===== src/rtl/ulp_lock_seq.sv =====
module ulp_lock_seq #(
  parameter int CNT_W      = 32,
  parameter int HOLD_SECS  = 5,
  parameter int STALL_SECS = 20,
  parameter int MIN_WAKE   = 10,
  parameter int MIN_SLEEP  = 1800
) (
  input  logic             clk,
  input  logic             rst_n,
  input  logic             sec_tick,
  input  logic             ulp_en,
  input  logic [CNT_W-1:0] sleep_secs,
  input  logic [CNT_W-1:0] wake_secs,
  input  logic             acq_step,
  input  logic             lock_lost,
  input  logic             alarm,
  output logic [3:0]       status,
  output logic             unlock_ind,
  output logic             atom_pwr,
  output logic             locked_q,
  output logic             disc_ok
);
  localparam int HW = $clog2(HOLD_SECS + 1);
  localparam int SW = $clog2(STALL_SECS + 1);
  localparam logic [3:0] ST_TOP   = 4'd8;
  localparam logic [3:0] ST_SLEEP = 4'd9;

  typedef enum logic [1:0] {P_ACQ, P_HOLD, P_RUN, P_SLEEP} phase_t;

  phase_t           phase;
  logic [3:0]       st;
  logic [CNT_W-1:0] tmr;
  logic [HW-1:0]    hcnt;
  logic [SW-1:0]    scnt;

  wire              fault   = lock_lost | alarm;
  wire [CNT_W-1:0]  wake_ld  = (wake_secs  < CNT_W'(MIN_WAKE))  ? CNT_W'(MIN_WAKE)  : wake_secs;
  wire [CNT_W-1:0]  sleep_ld = (sleep_secs < CNT_W'(MIN_SLEEP)) ? CNT_W'(MIN_SLEEP) : sleep_secs;
  wire [CNT_W-1:0]  tmr_dec  = (sec_tick && tmr != '0) ? tmr - 1'b1 : tmr;

  always_ff @(posedge clk) begin
    if (!rst_n) begin
      phase <= P_ACQ;
      st    <= ST_TOP;
      tmr   <= '0;
      hcnt  <= '0;
      scnt  <= '0;
    end else begin
      case (phase)
        P_ACQ: begin
          if (acq_step) begin
            scnt <= '0;
            if (st == 4'd1) begin
              st    <= 4'd0;
              phase <= P_HOLD;
              hcnt  <= HW'(HOLD_SECS);
              tmr   <= wake_ld;
            end else begin
              st <= st - 4'd1;
            end
          end else if (sec_tick) begin
            if (scnt == SW'(STALL_SECS - 1)) begin
              st   <= ST_TOP;
              scnt <= '0;
            end else begin
              scnt <= scnt + 1'b1;
            end
          end
        end
        P_HOLD: begin
          if (fault) begin
            phase <= P_ACQ;
            st    <= ST_TOP;
            scnt  <= '0;
          end else if (sec_tick) begin
            tmr  <= tmr_dec;
            hcnt <= hcnt - 1'b1;
            if (hcnt == HW'(1)) phase <= P_RUN;
          end
        end
        P_RUN: begin
          if (fault) begin
            phase <= P_ACQ;
            st    <= ST_TOP;
            scnt  <= '0;
          end else if (ulp_en && tmr == '0) begin
            phase <= P_SLEEP;
            st    <= ST_SLEEP;
            tmr   <= sleep_ld;
          end else begin
            tmr <= tmr_dec;
          end
        end
        default: begin
          if (!ulp_en || tmr == '0) begin
            phase <= P_ACQ;
            st    <= ST_TOP;
            scnt  <= '0;
          end else begin
            tmr <= tmr_dec;
          end
        end
      endcase
    end
  end

  assign status     = st;
  assign unlock_ind = (phase != P_RUN);
  assign atom_pwr   = (phase != P_SLEEP);
  assign locked_q   = (phase == P_HOLD) || (phase == P_RUN);
  assign disc_ok    = (phase == P_RUN);
endmodule


===== config.mk =====
export PLATFORM = sky130hd
export DESIGN_NAME = ulp_lock_seq
export DESIGN_NICKNAME = d
export VERILOG_FILES = /design/src/rtl/ulp_lock_seq.sv
export SDC_FILE = /design/constraint.sdc
export NUM_CORES = 1
export LEC_CHECK = 0
export ABC_CLOCK_PERIOD_IN_PS = 2900
export BUFFER_PORTS_ARGS = -buffer_cell sky130_fd_sc_hd__buf_4
export CORE_ASPECT_RATIO = 0.8
export CORE_MARGIN = 1.5
export CORE_UTILIZATION = 40
export DETAILED_ROUTE_END_ITERATION = 10
export PLACE_DENSITY = 0.66
export SETUP_SLACK_MARGIN = 0.4
export SLEW_MARGIN = 40
export SYNTH_ARGS = -nofsm -noshare
export SYNTH_HDL_FRONTEND = slang
export SYNTH_SLANG_ARGS = --single-unit

===== constraint.sdc =====
create_clock -name clk -period 2.9 [get_ports clk]
set_input_delay 0.58 -clock clk [delete_from_list [all_inputs] [get_ports clk]]
set_output_delay 0.58 -clock clk [all_outputs]
set_load 0.005 [all_outputs]

==> metrics.txt, run 1 <==
H-tree Lvls=2; status=complete, no violations; async set or reset register ratio after synthesis=0%; Hold EP=tmr[11]; Hold Path Depth=2; total power=3.67 mW; Post-synth EDFFs=0; gr usage total=29.2%; Warnings, synthesis=0; Fin. Hold Viols=0; clock root cell=clkbuf_8; reg2reg end=status[2]; Comb power frac=66.8%; Top FF cell, synth=dfxtp_1; Fillers=723; die area=9050 µm²; I/O pin count=79; Cell Area, Synth=3400 µm²; chip height=85.4 µm; synthesized net count=546; Total Nets Final=660; gate count of the mapped netlist=463; clock skew=0.0136 ns; Area growth syn-to-layout=42.0%; r2r startpoint=tmr[18]; DP HPWL=9580 µm; Synth cell types=59; Syn Area/Cell=7.33 µm²; Int Pwr=1.94 mW; Max Cap Violations=0; fin util=59.6%; maximum net fanout on the critical path=6; HP Class=flip-flop to flip-flop; Max Root-Sink Buffers=2; Slew @ Worst Pin=0.583 ns; Vias=4,364; sequential power share=21.6%; I/O Buffers=78; n_diodes=0; fin. max-slew vios=0; CTS Sinks=46; most frequent cells in the layout=buf_4, nor2_1, dfxtp_1; min Tclk post-route=2.56 ns; worst r2r path cells=8; number of global-route vias before repair=4,037; Detail Route Antenna Nets=0; hold_sp=tmr[11]; Fmax=391 MHz; Reg clk slew, reported paths=0.10 ns; antenna violations before repair=0; WP data arrival=2.80 ns; CTS tree=yes; Critical Path Sink Type=flip-flop; fraction of layout cells with a size suffix above 1=33.2%; Die Wd=106 µm; drt first pass iters=5; sequential fraction of the synthesis area=27.1%; Synth Register Bits=46; WL/cell=19.4 µm; most common cell after layout, fill and taps aside=buf_4; Clock power frac=11.6%; gr ovfl total=0; Switch Pwr=1.73 mW; dpl ws=-0.0579 ns; Pwr Density=761 nW/µm²; DR iter-0 viols=434; via/cell ratio=6.36; CORE AREA=8090 µm²; Post-CTS Hold Buffers=0; largest net degree at the start of global routing=34; Critical Path RT=3.15 ns; r2r setup slk=0.34 ns; first-pass GRT wire length=21,000 µm; Num CTS Buffers=5; Worst IR Drop VDD=0.421 mV; Worst Setup Slack, final=0.342 ns; later-pin clock latency in the skew report=0.31 ns; drt total wl=13,300 µm; Sw Ratio=47.2%; unrepaired setup endpoints after global routing=true; Worst Setup Start Kind=flip-flop; # setup viols final=0; Starting Density=42.0%; Final Cycle Share=88.2%; Pleak=2.00 nW; critical path class=flip-flop to flip-flop; Residual DRC=0; routability cong.=0.979; Rows=29; worst rel slew slack=60.8%
[cell families after synthesis]
family	count (synthesis)	synth area share [%]
and+or+nand+nor	192	29.6
AOI/OAI and AO/OA	164	32.2
DFF	46	27.1
buffers and inverters	42	4.79
adders and majority gates	12	4.42
xor gates and xnor gates	5	1.29
muxes	2	0.590
[per-layer routing]
metal	up-vias	global-route usage, %	share of wire, %
li1	2026	-	-
met1	2019	42.3	44
met2	286	43.4	42
met3	33	6.53	11
met4	0	8.11	2.0
met5	-	0	0
[registers in the layout, indices dropped and copies added (netlist names)]
| name | cells |
|---|---|
| status | 4 |
| scnt | 5 |
| phase | 2 |
| hcnt | 3 |
| tmr | 32 |
[layout make-up]
type / instances / area [µm²] / area share, %
clock buffer: 7 / 86.3 / 1.79
sequential: 46 / 927 / 19.2
multi-input combinational: 375 / 2560 / 53.1
inverter: 17 / 63.8 / 1.32
timing repair buffer: 132 / 1040 / 21.7
tap: 108 / 135 / 2.80
clock inverter: 1 / 5.00 / 0.104
[synthesized netlist by cell type (all sizes together) (3+ instances only)]
cell type	instances	share of area, %
a211oi	3	0.66
a21o	6	1.3
a21oi	35	5.2
a221oi	5	1.3
a22o	9	2.3
a22oi	7	1.7
a31oi	6	1.1
a32o	6	1.8
and3	5	0.92
and4	3	0.77
clkbuf	23	2.6
dfxtp	46	27
ha	12	4.4
inv	16	1.8
nand2	35	3.9
nand3	20	2.9
nand3b	4	0.88
nand4	11	2.0
nor2	45	5.0
nor3	27	4.0
nor4	24	5.5
o211ai	9	2.0
o21a	3	0.66
o21ai	42	6.2
o22ai	9	1.7
o31ai	4	0.88
o41ai	3	0.77
or3	5	0.92
or4	4	0.88
xor2	4	1.0
[worst max path at each step]
stage | startpoint | endpoint | slack, ns
final | tmr[18] | status[2] | 0.34
after CTS | tmr[18] | status[2] | 0.31
after detailed placement | tmr[15] | tmr[27] | -0.06
after global routing | tmr[18] | tmr[27] | 0.24
after global placement | tmr[15] | tmr[20] | -0.02
after floorplan | tmr[9] | status[2] | 0.12
[through the flow]
step	hold WS, ns	setup TNS [ns]	std cells	cell area (µm²)
after global placement	0.457	-0.0462	657	4320
after detailed placement	0.476	-0.0992	657	4320
final	0.494	0	686	4820
after floorplan	0.442	0	463	3450
after global routing	0.528	0	686	4820
after CTS	0.488	0	681	4610
[worst max-delay path: stages, from the launching register on]
cell and delay (ns):
dfxtp_2 0.33, or4_4 0.59, nor4_4 0.16, buf_6 0.17, and4_4 0.22, a22oi_2 0.08, a2111o_1 0.31, or4_1 0.49
a21oi_2 0.13
[what timing repair did]
action	CTS	global route
pin swaps	11	19
cloned	2	0
endpoints found under the setup margin	43	42
setup buffers	14	5
resized for setup	25	48
[power by group through the flow]
stage                     Combinational [mW]  Sequential [mW]  Clock, mW
after floorplan                         1.22            0.777          0
after global placement                  1.89            0.792          0
after detailed placement                1.90            0.796          0
after CTS                               2.14            0.785      0.432
after global routing                    2.60            0.802      0.456
final                                   2.45            0.793      0.427
(Power assumes the default switching activity.)
==> run 2, diff against run 1 <==
==> config.mk (replaced) <==
export PLATFORM = sky130hd
export DESIGN_NAME = ulp_lock_seq
export DESIGN_NICKNAME = d
export VERILOG_FILES = /design/src/rtl/ulp_lock_seq.sv
export SDC_FILE = /design/constraint.sdc
export NUM_CORES = 1
export LEC_CHECK = 0
export ABC_CLOCK_PERIOD_IN_PS = 2800
export BUFFER_PORTS_ARGS = -buffer_cell sky130_fd_sc_hd__buf_4
export CORE_ASPECT_RATIO = 0.8
export CORE_MARGIN = 1.5
export CORE_UTILIZATION = 40
export DETAILED_ROUTE_END_ITERATION = 10
export PLACE_DENSITY = 0.63
export SETUP_SLACK_MARGIN = 0.4
export SLEW_MARGIN = 10
export SYNTH_ARGS = -nofsm -noshare
export SYNTH_HDL_FRONTEND = slang
export SYNTH_SLANG_ARGS = --single-unit
export TNS_END_PERCENT = 30
==> constraint.sdc (replaced) <==
create_clock -name clk -period 2.8 [get_ports clk]
set_input_delay 0.56 -clock clk [delete_from_list [all_inputs] [get_ports clk]]
set_output_delay 0.56 -clock clk [all_outputs]
set_load 0.005 [all_outputs]
==> metrics.txt, run 2 (synthesized netlist as in run 1, its figures left out) <==
Reg clk slew, reported paths=0.10 ns; total power=3.95 mW; Num CTS Buffers=5; most common cell after layout, fill and taps aside=buf_4; worst rel slew slack=60.3%; die area=9050 µm²; r2r startpoint=tmr[9]; largest register by flop count=tmr; fin. max-slew vios=0; Area growth syn-to-layout=44.5%; Max Root-Sink Buffers=2; Residual DRC=0; gr usage total=30.2%; fraction of layout cells with a size suffix above 1=32.5%; Placed Cells incl. Taps=664; DR iter-0 viols=446; Max Cap Violations=0; WP data arrival=2.84 ns; Final Cycle Share=93.8%; Rows=29; H-tree Lvls=2; gr ovfl total=0; most frequent cells in the layout=buf_4, nor2_1, dfxtp_1; drt total wl=13,700 µm; crit path to=tmr[13]; later-pin clock latency in the skew report=0.32 ns; largest net degree at the start of global routing=34; Vias=4,421; Design Area, Final=4910 µm²; maximum net fanout on the critical path=6; WL/cell=19.7 µm; critical path class=flip-flop to flip-flop; antenna violations before repair=0; unrepaired setup endpoints after global routing=true; Total Nets Final=672; register area=926 µm²; first-pass GRT wire length=21,400 µm; worst r2r path cells=12; Crit-path slowest cell=or4_4; number of global-route vias before repair=4,108; status=complete, no violations; CTS tree=yes; Most Frequent Cell on Critical Path=buf_6; Post-CTS Hold Buffers=0; drt first pass iters=5; via/cell ratio=6.33; Worst Setup Start Kind=flip-flop; CORE AREA=8090 µm²; DP HPWL=9870 µm; Die Wd=106 µm; Critical Path RT=3.01 ns; Pwr Density=805 nW/µm²; min Tclk post-route=2.63 ns; r2r setup slk=0.17 ns; CP cell instances=or4_4 > nor4_4 > buf_4 > nand2_4 > buf_6 > o31ai_4 > buf_6 > buf_12 > buf_16 > a21oi_1 > o211ai_1 > o21ai_1; clock root cell=clkbuf_8; Non-Filler Instances=698; I/O pin count=79; HP Class=flip-flop to flip-flop; Worst IR Drop VDD=0.372 mV; reg2reg end=tmr[13]; clock skew=0.0131 ns; Detail Route Antenna Nets=0; Hold Path Depth=2; Fillers=749; I/O Buffers=78; CTS Sinks=46; placed instance area=4370 µm²; Critical Path Sink Type=flip-flop; Starting Density=42.0%; Largest register FFs=32; Fmax=381 MHz; routability cong.=0.946; crit-path max cell delay=0.56 ns; area of the multi-input gates=2510 µm²; Pleak=2.07 nW; # setup viols final=0; n_diodes=0; Fin. Hold Viols=0; Crit. Startpoint=tmr[9]; Slew @ Worst Pin=0.590 ns; chip height=85.4 µm
-- run 2: changes by cell type in the layout (fill, tap and decap cells not counted), sizes merged --
cell / delta
buf: +11
o31a: +1
-- run 2: final cells by class --
type                       count  area share, %
timing repair buffer         143           24.0
clock buffer                   7           1.76
tap                          108           2.75
inverter                      17           1.30
sequential                    46           18.9
multi-input combinational    376           51.2
clock inverter                 1          0.102
-- run 2: how the worst min path moves through the flow --
stage,slack (ns),end,start
finish,0.50,hcnt[1],hcnt[1]
global route,0.51,tmr[11],tmr[11]
CTS,0.47,tmr[11],tmr[11]
detailed placement,0.46,tmr[11],tmr[11]
global placement,0.46,tmr[11],tmr[11]
floorplan,0.44,tmr[11],tmr[11]
-- run 2: repair_timing --
item / in CTS / in global routing
pin swaps: 20 / 14
gates cloned: 3 / 0
buffers inserted: 18 / 5
setup endpoints to repair: 41 / 42
gates resized for setup: 37 / 26
hold endpoints to repair: 0 / 0
-- run 2: per-stage QoR --
step,utilization [%],TNS (ns),worst slack [ns],hold slack (ns)
2_1_floorplan,-,0,0.0237,0.442
3_3_place_gp,54.0,0,0.0201,0.455
3_5_place_dp,54.0,-0.175,-0.101,0.462
4_1_cts,59.0,0,0.250,0.475
5_1_grt,60.6,0,0.0736,0.512
6_report,60.6,0,0.174,0.497
-- run 2: worst max-delay path, delay by kind of cell (launching register included) --
family	cells	cell delay (ns)
DFF	1	0.34
buffers and inverters	5	0.69
AOI/OAI and AO/OA	4	0.55
and+or+nand+nor	3	0.93
-- run 2: routing by layer --
metal / GRT usage, % / routed length [µm] / vias to the layer above
met3: 8.14 / 1540 / 43
li1: - / - / 2045
met2: 45.4 / 5810 / 287
met1: 41.0 / 5950 / 2046
met5: 0 / 0 / -
met4: 12.2 / 432 / 0
-- run 2: where the power goes --
part / leakage, nW / switching (mW) / internal, mW
combinational: 1.65 / 1.53 / 1.16
sequential: 0.375 / 0.0875 / 0.730
clock: 0.0482 / 0.246 / 0.200
